<file path="src/rtl/pt_pkg.sv">
package pt_pkg;
    typedef enum logic [2:0] {
        ST_IDLE,
        ST_DIR_RD,
        ST_TBL_RD,
        ST_CHECK,
        ST_DIR_WB,
        ST_TBL_WB,
        ST_DONE
    } walk_state_e;

    localparam int ENT_PRESENT  = 0;
    localparam int ENT_WRITABLE = 1;
    localparam int ENT_USER     = 2;
    localparam int ENT_ACCESSED = 5;
    localparam int ENT_DIRTY    = 6;

    localparam int CODE_W        = 3;
    localparam int CODE_PRESENT  = 0;
    localparam int CODE_WRITE    = 1;
    localparam int CODE_USER     = 2;
endpackage

</file>
<file path="src/rtl/pt_addr_gen.sv">
module pt_addr_gen #(
    parameter int VA_W      = 32,
    parameter int DIR_IDX_W = 10,
    parameter int TBL_IDX_W = 10,
    parameter int OFF_W     = 12
) (
    input  logic [VA_W-1:0] root_base,
    input  logic [VA_W-1:0] dir_entry,
    input  logic [VA_W-1:0] tbl_entry,
    input  logic [VA_W-1:0] vaddr,
    output logic [VA_W-1:0] dir_ent_addr,
    output logic [VA_W-1:0] tbl_ent_addr,
    output logic [VA_W-1:0] phys_addr
);
    localparam int FRAME_W   = VA_W - OFF_W;
    localparam int ENT_SHIFT = 2;

    logic [DIR_IDX_W-1:0] dir_idx;
    logic [TBL_IDX_W-1:0] tbl_idx;

    assign dir_idx = vaddr[VA_W-1 -: DIR_IDX_W];
    assign tbl_idx = vaddr[OFF_W +: TBL_IDX_W];

    assign dir_ent_addr = {root_base[VA_W-1 -: FRAME_W], {OFF_W{1'b0}}}
                        | (VA_W'(dir_idx) << ENT_SHIFT);
    assign tbl_ent_addr = {dir_entry[VA_W-1 -: FRAME_W], {OFF_W{1'b0}}}
                        | (VA_W'(tbl_idx) << ENT_SHIFT);
    assign phys_addr    = {tbl_entry[VA_W-1 -: FRAME_W], vaddr[OFF_W-1:0]};
endmodule

</file>
<file path="src/rtl/pt_perm_check.sv">
module pt_perm_check
    import pt_pkg::*;
#(
    parameter int VA_W = 32
) (
    input  logic [VA_W-1:0] dir_entry,
    input  logic [VA_W-1:0] tbl_entry,
    input  logic            is_write,
    input  logic            is_user,
    output logic            allowed
);
    logic eff_writable;
    logic eff_user;

    assign eff_writable = dir_entry[ENT_WRITABLE] & tbl_entry[ENT_WRITABLE];
    assign eff_user     = dir_entry[ENT_USER] & tbl_entry[ENT_USER];
    assign allowed      = !(is_write && !eff_writable) && !(is_user && !eff_user);
endmodule

</file>
<file path="src/rtl/pt_entry_update.sv">
module pt_entry_update
    import pt_pkg::*;
#(
    parameter int VA_W = 32
) (
    input  logic [VA_W-1:0] entry_in,
    input  logic            mark_dirty,
    output logic            need_wb,
    output logic [VA_W-1:0] entry_out
);
    always_comb begin
        entry_out = entry_in;
        entry_out[ENT_ACCESSED] = 1'b1;
        if (mark_dirty) begin
            entry_out[ENT_DIRTY] = 1'b1;
        end
        need_wb = (entry_out != entry_in);
    end
endmodule

</file>
<file path="src/rtl/pt_walker.sv">
module pt_walker
    import pt_pkg::*;
#(
    parameter int VA_W      = 32,
    parameter int DIR_IDX_W = 10,
    parameter int TBL_IDX_W = 10,
    parameter int OFF_W     = 12
) (
    input  logic              clk,
    input  logic              rst_n,
    input  logic [VA_W-1:0]   cfg_root_base,
    input  logic              cfg_paging_on,
    input  logic              cfg_prot_on,
    input  logic              req_valid,
    output logic              req_ready,
    input  logic [VA_W-1:0]   req_vaddr,
    input  logic              req_write,
    input  logic              req_user,
    output logic              rsp_valid,
    output logic [VA_W-1:0]   rsp_paddr,
    output logic              rsp_fault,
    output logic [CODE_W-1:0] rsp_code,
    output logic [VA_W-1:0]   fault_vaddr,
    output logic              mem_req,
    output logic              mem_we,
    output logic [VA_W-1:0]   mem_addr,
    output logic [VA_W-1:0]   mem_wdata,
    input  logic              mem_ack,
    input  logic [VA_W-1:0]   mem_rdata
);
    localparam int NUM_LVL = 2;
    localparam int LVL_DIR = 0;
    localparam int LVL_TBL = 1;

    walk_state_e state_q, state_d;

    logic [VA_W-1:0] vaddr_q, root_q, dir_ent_q, tbl_ent_q;
    logic            wr_q, usr_q, pass_q, wr_seen_q;

    logic [VA_W-1:0] dir_ent_addr, tbl_ent_addr, phys_addr;
    logic            perm_ok;
    logic            accept;
    logic            bypass;

    logic [VA_W-1:0] lvl_entry [NUM_LVL];
    logic [VA_W-1:0] lvl_new   [NUM_LVL];
    logic            lvl_need  [NUM_LVL];
    logic            lvl_dirty [NUM_LVL];

    logic [CODE_W-1:0] np_code, pf_code;

    assign accept = (state_q == ST_IDLE) && req_valid;
    assign bypass = !(cfg_paging_on && cfg_prot_on);

    pt_addr_gen #(
        .VA_W(VA_W), .DIR_IDX_W(DIR_IDX_W), .TBL_IDX_W(TBL_IDX_W), .OFF_W(OFF_W)
    ) u_addr (
        .root_base   (root_q),
        .dir_entry   (dir_ent_q),
        .tbl_entry   (tbl_ent_q),
        .vaddr       (vaddr_q),
        .dir_ent_addr(dir_ent_addr),
        .tbl_ent_addr(tbl_ent_addr),
        .phys_addr   (phys_addr)
    );

    pt_perm_check #(.VA_W(VA_W)) u_perm (
        .dir_entry(dir_ent_q),
        .tbl_entry(tbl_ent_q),
        .is_write (wr_q),
        .is_user  (usr_q),
        .allowed  (perm_ok)
    );

    assign lvl_entry[LVL_DIR] = dir_ent_q;
    assign lvl_entry[LVL_TBL] = tbl_ent_q;
    assign lvl_dirty[LVL_DIR] = 1'b0;
    assign lvl_dirty[LVL_TBL] = wr_q;

    for (genvar lv = 0; lv < NUM_LVL; lv++) begin : g_lvl
        pt_entry_update #(.VA_W(VA_W)) u_upd (
            .entry_in  (lvl_entry[lv]),
            .mark_dirty(lvl_dirty[lv]),
            .need_wb   (lvl_need[lv]),
            .entry_out (lvl_new[lv])
        );
    end

    always_comb begin
        np_code = '0;
        np_code[CODE_WRITE] = wr_q;
        np_code[CODE_USER]  = usr_q;
        pf_code = np_code;
        pf_code[CODE_PRESENT] = 1'b1;
    end

    // State register
    always_ff @(posedge clk or negedge rst_n) begin
        if (!rst_n) begin
            state_q <= ST_IDLE;
        end else begin
            state_q <= state_d;
        end
    end

    // Next state
    always_comb begin
        state_d = state_q;
        unique case (state_q)
            ST_IDLE: begin
                if (req_valid) begin
                    state_d = bypass ? ST_DONE : ST_DIR_RD;
                end
            end
            ST_DIR_RD: begin
                if (mem_ack) begin
                    state_d = mem_rdata[ENT_PRESENT] ? ST_TBL_RD : ST_DONE;
                end
            end
            ST_TBL_RD: begin
                if (mem_ack) begin
                    state_d = mem_rdata[ENT_PRESENT] ? ST_CHECK : ST_DONE;
                end
            end
            ST_CHECK: begin
                if (!perm_ok) begin
                    state_d = ST_DONE;
                end else if (lvl_need[LVL_DIR]) begin
                    state_d = ST_DIR_WB;
                end else if (lvl_need[LVL_TBL]) begin
                    state_d = ST_TBL_WB;
                end else begin
                    state_d = ST_DONE;
                end
            end
            ST_DIR_WB: begin
                if (mem_ack) begin
                    state_d = lvl_need[LVL_TBL] ? ST_TBL_WB : ST_DONE;
                end
            end
            ST_TBL_WB: begin
                if (mem_ack) begin
                    state_d = ST_DONE;
                end
            end
            ST_DONE: begin
                state_d = ST_IDLE;
            end
            default: state_d = ST_IDLE;
        endcase
    end

    // Outputs
    always_comb begin
        req_ready = 1'b0;
        rsp_valid = 1'b0;
        mem_req   = 1'b0;
        mem_we    = 1'b0;
        mem_addr  = '0;
        mem_wdata = '0;
        unique case (state_q)
            ST_IDLE:   req_ready = 1'b1;
            ST_DIR_RD: begin
                mem_req  = 1'b1;
                mem_addr = dir_ent_addr;
            end
            ST_TBL_RD: begin
                mem_req  = 1'b1;
                mem_addr = tbl_ent_addr;
            end
            ST_CHECK:  ;
            ST_DIR_WB: begin
                mem_req   = 1'b1;
                mem_we    = 1'b1;
                mem_addr  = dir_ent_addr;
                mem_wdata = lvl_new[LVL_DIR];
            end
            ST_TBL_WB: begin
                mem_req   = 1'b1;
                mem_we    = 1'b1;
                mem_addr  = tbl_ent_addr;
                mem_wdata = lvl_new[LVL_TBL];
            end
            ST_DONE:   rsp_valid = 1'b1;
            default:   ;
        endcase
    end

    // Datapath registers
    always_ff @(posedge clk or negedge rst_n) begin
        if (!rst_n) begin
            vaddr_q     <= '0;
            root_q      <= '0;
            dir_ent_q   <= '0;
            tbl_ent_q   <= '0;
            wr_q        <= 1'b0;
            usr_q       <= 1'b0;
            pass_q      <= 1'b0;
            wr_seen_q   <= 1'b0;
            rsp_paddr   <= '0;
            rsp_fault   <= 1'b0;
            rsp_code    <= '0;
            fault_vaddr <= '0;
        end else begin
            if (mem_req && mem_we && mem_ack) begin
                wr_seen_q <= 1'b1;
            end
            unique case (state_q)
                ST_IDLE: begin
                    if (accept) begin
                        vaddr_q     <= req_vaddr;
                        root_q      <= cfg_root_base;
                        wr_q        <= req_write;
                        usr_q       <= req_user;
                        pass_q      <= bypass;
                        wr_seen_q   <= 1'b0;
                        fault_vaddr <= '0;
                        rsp_fault   <= 1'b0;
                        rsp_code    <= '0;
                        rsp_paddr   <= req_vaddr;
                    end
                end
                ST_DIR_RD: begin
                    if (mem_ack) begin
                        dir_ent_q <= mem_rdata;
                        if (!mem_rdata[ENT_PRESENT]) begin
                            rsp_fault   <= 1'b1;
                            rsp_code    <= np_code;
                            fault_vaddr <= vaddr_q;
                        end
                    end
                end
                ST_TBL_RD: begin
                    if (mem_ack) begin
                        tbl_ent_q <= mem_rdata;
                        if (!mem_rdata[ENT_PRESENT]) begin
                            rsp_fault   <= 1'b1;
                            rsp_code    <= np_code;
                            fault_vaddr <= vaddr_q;
                        end
                    end
                end
                ST_CHECK: begin
                    if (!perm_ok) begin
                        rsp_fault   <= 1'b1;
                        rsp_code    <= pf_code;
                        fault_vaddr <= vaddr_q;
                    end else begin
                        rsp_paddr <= phys_addr;
                    end
                end
                ST_DIR_WB, ST_TBL_WB, ST_DONE: ;
                default: ;
            endcase
        end
    end

    // Assertions
    a_r13_busy_after_accept: assert property (@(posedge clk) disable iff (!rst_n)
        req_valid && req_ready |=> !req_ready);
    a_r13_ready_after_rsp: assert property (@(posedge clk) disable iff (!rst_n)
        rsp_valid |=> req_ready && !rsp_valid);
    a_r14_req_held: assert property (@(posedge clk) disable iff (!rst_n)
        mem_req && !mem_ack |=> mem_req && $stable(mem_addr) && $stable(mem_we)
                                && $stable(mem_wdata));
    a_r7_wb_sets_accessed: assert property (@(posedge clk) disable iff (!rst_n)
        mem_req && mem_we |-> mem_wdata[ENT_ACCESSED]);
    a_r9_no_wb_on_fault: assert property (@(posedge clk) disable iff (!rst_n)
        rsp_valid && rsp_fault |-> !wr_seen_q);
    a_r12_pass_no_mem: assert property (@(posedge clk) disable iff (!rst_n)
        pass_q && !req_ready |-> !mem_req);
    a_r12_pass_no_fault: assert property (@(posedge clk) disable iff (!rst_n)
        rsp_valid && pass_q |-> !rsp_fault && rsp_paddr == vaddr_q);
endmodule

</file>
<file path="config.mk">
export PLATFORM = sky130hd
export DESIGN_NAME = pt_walker
export DESIGN_NICKNAME = d
export VERILOG_FILES = /design/src/rtl/pt_pkg.sv /design/src/rtl/pt_addr_gen.sv /design/src/rtl/pt_perm_check.sv /design/src/rtl/pt_entry_update.sv /design/src/rtl/pt_walker.sv
export SDC_FILE = /design/constraint.sdc
export NUM_CORES = 1
export LEC_CHECK = 0
export ABC_AREA = 1
export BUFFER_PORTS_ARGS = -buffer_cell sky130_fd_sc_hd__buf_2
export CAP_MARGIN = 30
export CORE_ASPECT_RATIO = 1.75
export CORE_MARGIN = 2
export CORE_UTILIZATION = 59
export DETAILED_ROUTE_END_ITERATION = 12
export PLACE_DENSITY = 0.85
export RECOVER_POWER = 25
export SYNTH_ARGS = -nofsm -noshare
export SYNTH_HDL_FRONTEND = slang
export SYNTH_HIERARCHICAL = 1
export SYNTH_SLANG_ARGS = --single-unit
</file>
<file path="constraint.sdc">
create_clock -name clk -period 4.34 [get_ports clk]
set_input_delay 0.217 -clock clk [delete_from_list [all_inputs] [get_ports clk]]
set_output_delay 0.217 -clock clk [all_outputs]
set_load 0.1 [all_outputs]
</file>
==> metrics.txt, run 1 <==
failing checks max-capacitance violations, max-slew violations; status finished, violations left; CTS-repair resized insts 0; clock sink count 189; Avg Inst Size Synth 7.877 µm²; DR vias 8,530; crit end category output port; I/O pin cnt 240; normalized max-slew margin -54.57%; clock tree from TritonCTS yes; share of layout cells above drive strength 1 19.00%; FP Rows 63; total routed wirelength 26,760 µm; Worst Path Arrival 3.07 ns; Slew Limit Fails 91; RSZ-0062 raised after global routing no; Hold WC Path Type input port to flop; initial antenna violation count 0; Final #Nets 1,407; Port Buffers 225; CP max FO 55; reg2reg end fault_vaddr[18]; critical path data required time 4.12 ns; Die Y between 150 and 200 µm; Die Area 18,140 µm²; minimum clock period 3.284 ns; vias in the first global route 8,001; Detailed Route Iter0 Violations 531; Worst-path clk slew 0.08 ns; Yosys warnings 6; Hold Violations, Final 0; gp weighted congestion 0.9146; DRC 0; max frequency 0.3045 GHz; Critical Path Sink req_ready; Syn-to-layout area delta 6.972%; critical path startpoint state_q[0]; Core Area 16,790 µm²; DR WL/cell roughly 17 µm; hpwl dp 18,200 µm; Final setup viols 0; Max-Cap Viols 1; Post-Syn Area 10,050 µm²; global-route wire length before repair 41,300 µm; final global-route overflow total 0; setup TNS 0 ns; FF-to-FF path depth 8; fin crit share 75.66%; RR Startpoint state_q[0]; r2r setup slk 1.54 ns; Worst setup SP type flop; Die Wd between 100 and 150 µm; drt first pass iters 7; Post-Syn Instances 1,276; ANT nets after route 0; TritonCTS buffer count 17; clk buf depth 2; gr usage total 29.84%; worst-margin pin slew approximately 2.3 ns; Root Driver clkbuf_16; largest net degree at the start of global routing 100; WS Path Type flop to output port; Starting Density 59.86%; number of antenna diodes 0; Clock Skews roughly 0.011 ns; H-tree Lvls 4; via density per instance 5.528; clock latency at the later pin of the worst-skew pair 0.43 ns
==> worst max-delay path, stage by stage, from the launching register on <==
cell	delay, ns
dfrtp_1	0.49
nor2_4	0.80
nand2_1	0.16
inv_2	0.12
buf_4	0.50
buf_2	0.54
==> worst min-delay path by stage <==
| stage | startpoint | end | slack [ns] | cells past startpoint |
|---|---|---|---|---|
| 4_1_cts | cfg_root_base[15] | root_q[15] | 0.004 | 3 |
| 5_1_grt | cfg_root_base[15] | root_q[15] | 0.01 | 3 |
| 2_1_floorplan | rst_n | dir_ent_q[0] | -0.08 | 0 |
| 3_3_place_gp | rst_n | dir_ent_q[10] | 0.32 | 1 |
| 6_report | cfg_root_base[25] | root_q[25] | 0.01 | 3 |
| 3_5_place_dp | rst_n | tbl_ent_q[10] | 0.33 | 1 |
==> routing by layer <==
metal / track usage, % / share of wire, % / up-vias
met4: 18.11 / 5.9 / 0
met5: 0 / 0 / -
li1: - / - / 4033
met3: 3.594 / 6.3 / 87
met1: 37.57 / 38 / 4006
met2: 48.47 / 50 / 404
==> flip-flops by register name, indices dropped and copies added (netlist names), 3 cells and up <==
signal	cells
dir_ent_q	32
fault_vaddr	32
root_q	20
rsp_code	3
rsp_paddr	32
state_q	3
tbl_ent_q	32
vaddr_q	32
==> metrics by stage <==
| step | utilization (%) | instance area (µm²) | hold slack (ns) | cells | setup WS (ns) |
|---|---|---|---|---|---|
| finish | 64.04 | 10750 | 0.01263 | 1543 | 1.056 |
| floorplan | - | 10070 | -0.07859 | 1280 | 2.207 |
| global route | 64.04 | 10750 | 0.01142 | 1543 | 0.8480 |
| CTS | 64.25 | 10790 | 0.004167 | 1542 | 1.027 |
| detailed placement | 60.48 | 10150 | 0.3308 | 1506 | 1.308 |
| global placement | 60.03 | 10080 | 0.3163 | 1503 | 1.393 |
==> cells in the final DEF, fill, tap and decap left out, drive strengths merged, types with 2 or more instances in the layout <==
| master | n |
|---|---|
| nand2 | 354 |
| buf | 202 |
| nand3 | 194 |
| dfrtp | 189 |
| o21ai | 97 |
| nor2 | 76 |
| clkbuf | 58 |
| inv | 57 |
| nand4 | 35 |
| o21a | 31 |
| conb | 8 |
| dlygate4sd3 | 4 |
| a21oi | 3 |
| clkinv | 2 |
| bufinv | 2 |
| or2 | 2 |
==> layout make-up <==
| type | instances | area [µm²] |
|---|---|---|
| Multi-Input combinational cell | 801 | 3643 |
| Inverter | 49 | 183.9 |
| Clock buffer | 19 | 442.9 |
| Clock inverter | 13 | 150.1 |
| Sequential cell | 189 | 4731 |
| Tap cell | 227 | 284.0 |
| Timing Repair Buffer | 245 | 1316 |
| Fill cell | 1500 | 6038 |
==> repair_timing <==
| item | in CTS | in global routing |
|---|---|---|
| endpoints found under the hold margin | 93 | 0 |
| hold buffers | 4 | 0 |
| setup buffers | 0 | 0 |
Power of run 1 is not shown: default switching activity piles up to over one toggle a cycle in this logic, so the estimate is an artifact.
==> inputs of run 2 (changes only) <==
--- a/config.mk
+++ b/config.mk
@@ -5,14 +5,14 @@
 export SDC_FILE = /design/constraint.sdc
 export NUM_CORES = 1
 export LEC_CHECK = 0
-export ABC_AREA = 1
+export ABC_AREA = 0
 export BUFFER_PORTS_ARGS = -buffer_cell sky130_fd_sc_hd__buf_2
 export CAP_MARGIN = 30
 export CORE_ASPECT_RATIO = 1.75
 export CORE_MARGIN = 2
-export CORE_UTILIZATION = 59
+export CORE_UTILIZATION = 54
 export DETAILED_ROUTE_END_ITERATION = 12
-export PLACE_DENSITY = 0.85
+export PLACE_DENSITY = 0.79
 export RECOVER_POWER = 25
 export SYNTH_ARGS = -nofsm -noshare
 export SYNTH_HDL_FRONTEND = slang
==> constraint.sdc (replaced) <==
create_clock -name clk -period 3.1 [get_ports clk]
set_input_delay 0.155 -clock clk [delete_from_list [all_inputs] [get_ports clk]]
set_output_delay 0.155 -clock clk [all_outputs]
set_load 0.1 [all_outputs]
==> run 2 against run 1 <==
The flow still finishes with violations (max-capacitance violations, max-slew violations). First-iteration DRC count fell by 55%. Count of clock-buffer cells in the layout fell by 2. Global-route usage fell by 4.8 points. Via count fell by 24%. Die area rose by 3.4%. Non-clock buffer count rose by 81. Sequential cell count did not move. Critical endpoint is now mem_addr[3].
==> metrics.txt, run 2 <==
status finished, violations left (unchanged); failing checks max-capacitance violations, max-slew violations (unchanged); clock tree from TritonCTS yes (unchanged); Syn-to-layout area delta 21.87% (was 6.972%); DR vias 6,466 (was 8,530); Slew Limit Fails 84 (was 91); RR Startpoint state_q[0] (unchanged); Yosys warnings 6 (unchanged); total routed wirelength 23,090 µm (was 26,760 µm); Hold WC Path Type input port to flop (unchanged); FF/Latch Area 4731 µm² (unchanged); CTS-repair resized insts 0 (unchanged); Clock Skews 0.01234 ns (was 0.01074 ns); clk buf depth 2 (unchanged); gr usage total 25.07% (was 29.84%); Die Y 179.6 µm (was 176.7 µm); vias in the first global route 6,797 (was 8,001); Die Wd 104.4 µm (was 102.7 µm); critical path data required time 2.94 ns (was 4.12 ns); clock sink count 189 (unchanged); placed cells 1,075 (was 1,506); Die Area 18,750 µm² (was 18,140 µm²); ANT nets after route 0 (unchanged); worst hold stages 2 (was 3); Worst setup SP type flop (unchanged); I/O pin cnt 240 (unchanged); gp weighted congestion 0.8536 (was 0.9146); FP Rows 64 (was 63); normalized max-slew margin -45.52% (was -54.57%); CTS Hold Bufs 85 (was 4); minimum clock period 2.843 ns; worst-margin pin slew 2.183 ns (was 2.319 ns); critical path startpoint state_q[1] (was state_q[0]); final global-route overflow total 0 (unchanged); Worst Path Buf+Inv 4 (was 3); share of layout cells above drive strength 1 41.58% (was 19.00%); Placement Setup Slack 0.6739 ns (was 1.308 ns); crit end category output port (unchanged); clock latency at the later pin of the worst-skew pair 0.43 ns (about the same); drt first pass iters 6 (was 7); HP Start mem_ack (was cfg_root_base[25]); max incr delay on CP 0.75 ns (was 0.80 ns); Hold Violations, Final 0 (unchanged); hpwl dp 15,230 µm (was 18,200 µm); TritonCTS buffer count 17 (unchanged); Root Driver clkbuf_16 (unchanged); Max-Cap Viols 1 (unchanged); Final setup viols 0 (unchanged); initial antenna violation count 0 (unchanged); critical path's slowest cell a21o_1 (was nor2_4); CP max FO 23 (was 55); commonest non-fill, non-tap cells in the layout 193 x buf_2, 188 x dfrtp_1, 114 x mux2_2 (was 350 x nand2_1, 191 x nand3_1, 188 x dfrtp_1); Post-CTS Repair Setup Buffers 0 (unchanged); Core Area 17,380 µm² (was 16,790 µm²); RSZ-0062 raised after global routing no (unchanged); via density per instance 5.420 (was 5.528); Worst path most repeated cell inv_1; fin crit share 91.73%; Worst-path clk slew 0.08 ns (about the same); Starting Density 54.77% (was 59.86%); FF-to-FF path depth 6 (was 8); CP delay by family, top compound AO/OA/AOI/OAI gates (was buffers and inverters); Final Util 66.76% (was 64.04%); # fillers 1,254 (was 1,500); Crit path depth 7 (was 5); Detailed Route Iter0 Violations 239 (was 531); largest net degree at the start of global routing 85 (was 100); Final #Nets 1,053 (was 1,407); Post-Syn Area 9518 µm² (was 10,050 µm²); area of the multi-input gates 3352 µm² (was 3643 µm²); WS Path Type flop to output port (unchanged); DR WL/cell 19.36 µm (was 17.34 µm); most common cell after layout, fill and taps aside buf_2 (was nand2_1); Worst Path Arrival 2.69 ns (was 3.07 ns); H-tree Lvls 4 (unchanged); worst-path cell chain inv_1 -> nand2_1 -> inv_1 -> a21o_1 -> buf_4 -> a22o_1 -> buf_12 (was nor2_4 -> nand2_1 -> inv_2 -> buf_4 -> buf_2); Port Buffers 225 (unchanged); DRC 0 (unchanged); Post-Syn Instances 808 (was 1,276); max frequency around 0.35 GHz; Non-Filler Instances 1,193 (was 1,543); Avg Inst Size Synth 11.78 µm² (was 7.877 µm²); number of antenna diodes 0 (unchanged); final worst setup slack 0.2565 ns (was 1.056 ns); setup TNS 0 ns (unchanged); global-route wire length before repair 36,980 µm (was 41,300 µm)
==> run 2: cell count changes in the layout (fill, tap and decap cells not counted), sizes merged, moves of 31 or more <==
cell and change:
clkbuf -40, mux2 +118, nand3 -192, mux2i +64, buf +38, dlygate4sd3 +81
a22o +67, o21a -31, inv -43, o21ai -92, a21oi +32, nand2 -346
nand4 -35
==> run 2: path summary, 6_finish.rpt <==
check,endpoint,slack (ns)
max in group asynchronous,state_q[0],0.74
worst min register to register,dir_ent_q[7],0.50
worst min-delay path,state_q[1],0.03
worst max register to register,rsp_paddr[16],0.80
min in group asynchronous,root_q[28],0.90
worst max-delay path,mem_addr[3],0.26
==> run 2: area by class of cell <==
cell class / instances / area share, %
multi-input combinational: 410 / 28.90
clock inverter: 15 / 1.478
timing repair buffer: 326 / 22.52
inverter: 5 / 0.1618
tap: 231 / 2.492
sequential: 189 / 40.78
clock buffer: 17 / 3.667
==> run 2: layer usage <==
layer	track usage (%)	routed length, µm	vias to the layer above	share of wire (%)
met5	0	0	-	0
met4	10.59	761	0	3.3
met3	4.242	1054	43	4.6
met2	43.92	12180	227	53
met1	30.29	9098	3265	39
li1	-	-	2931	-
==> run 2: metrics by stage <==
stage                     cell area [µm²]  hold WS (ns)
after floorplan                      9533       -0.1406
after global placement              10120        0.2429
after detailed placement            10140        0.2530
after CTS                           11590       0.01458
after global routing                11600       0.01733
final                               11600       0.03158
==> run 2: worst register-to-register path: cells and delay by family (launching register included) <==
kind / cells / cell delay [ns]
buf+inv: 3 / 0.72
flops: 1 / 0.41
compound gates: 1 / 0.09
mux: 1 / 0.21
simple gates: 1 / 0.74
Power of run 2 is left out for the same reason.
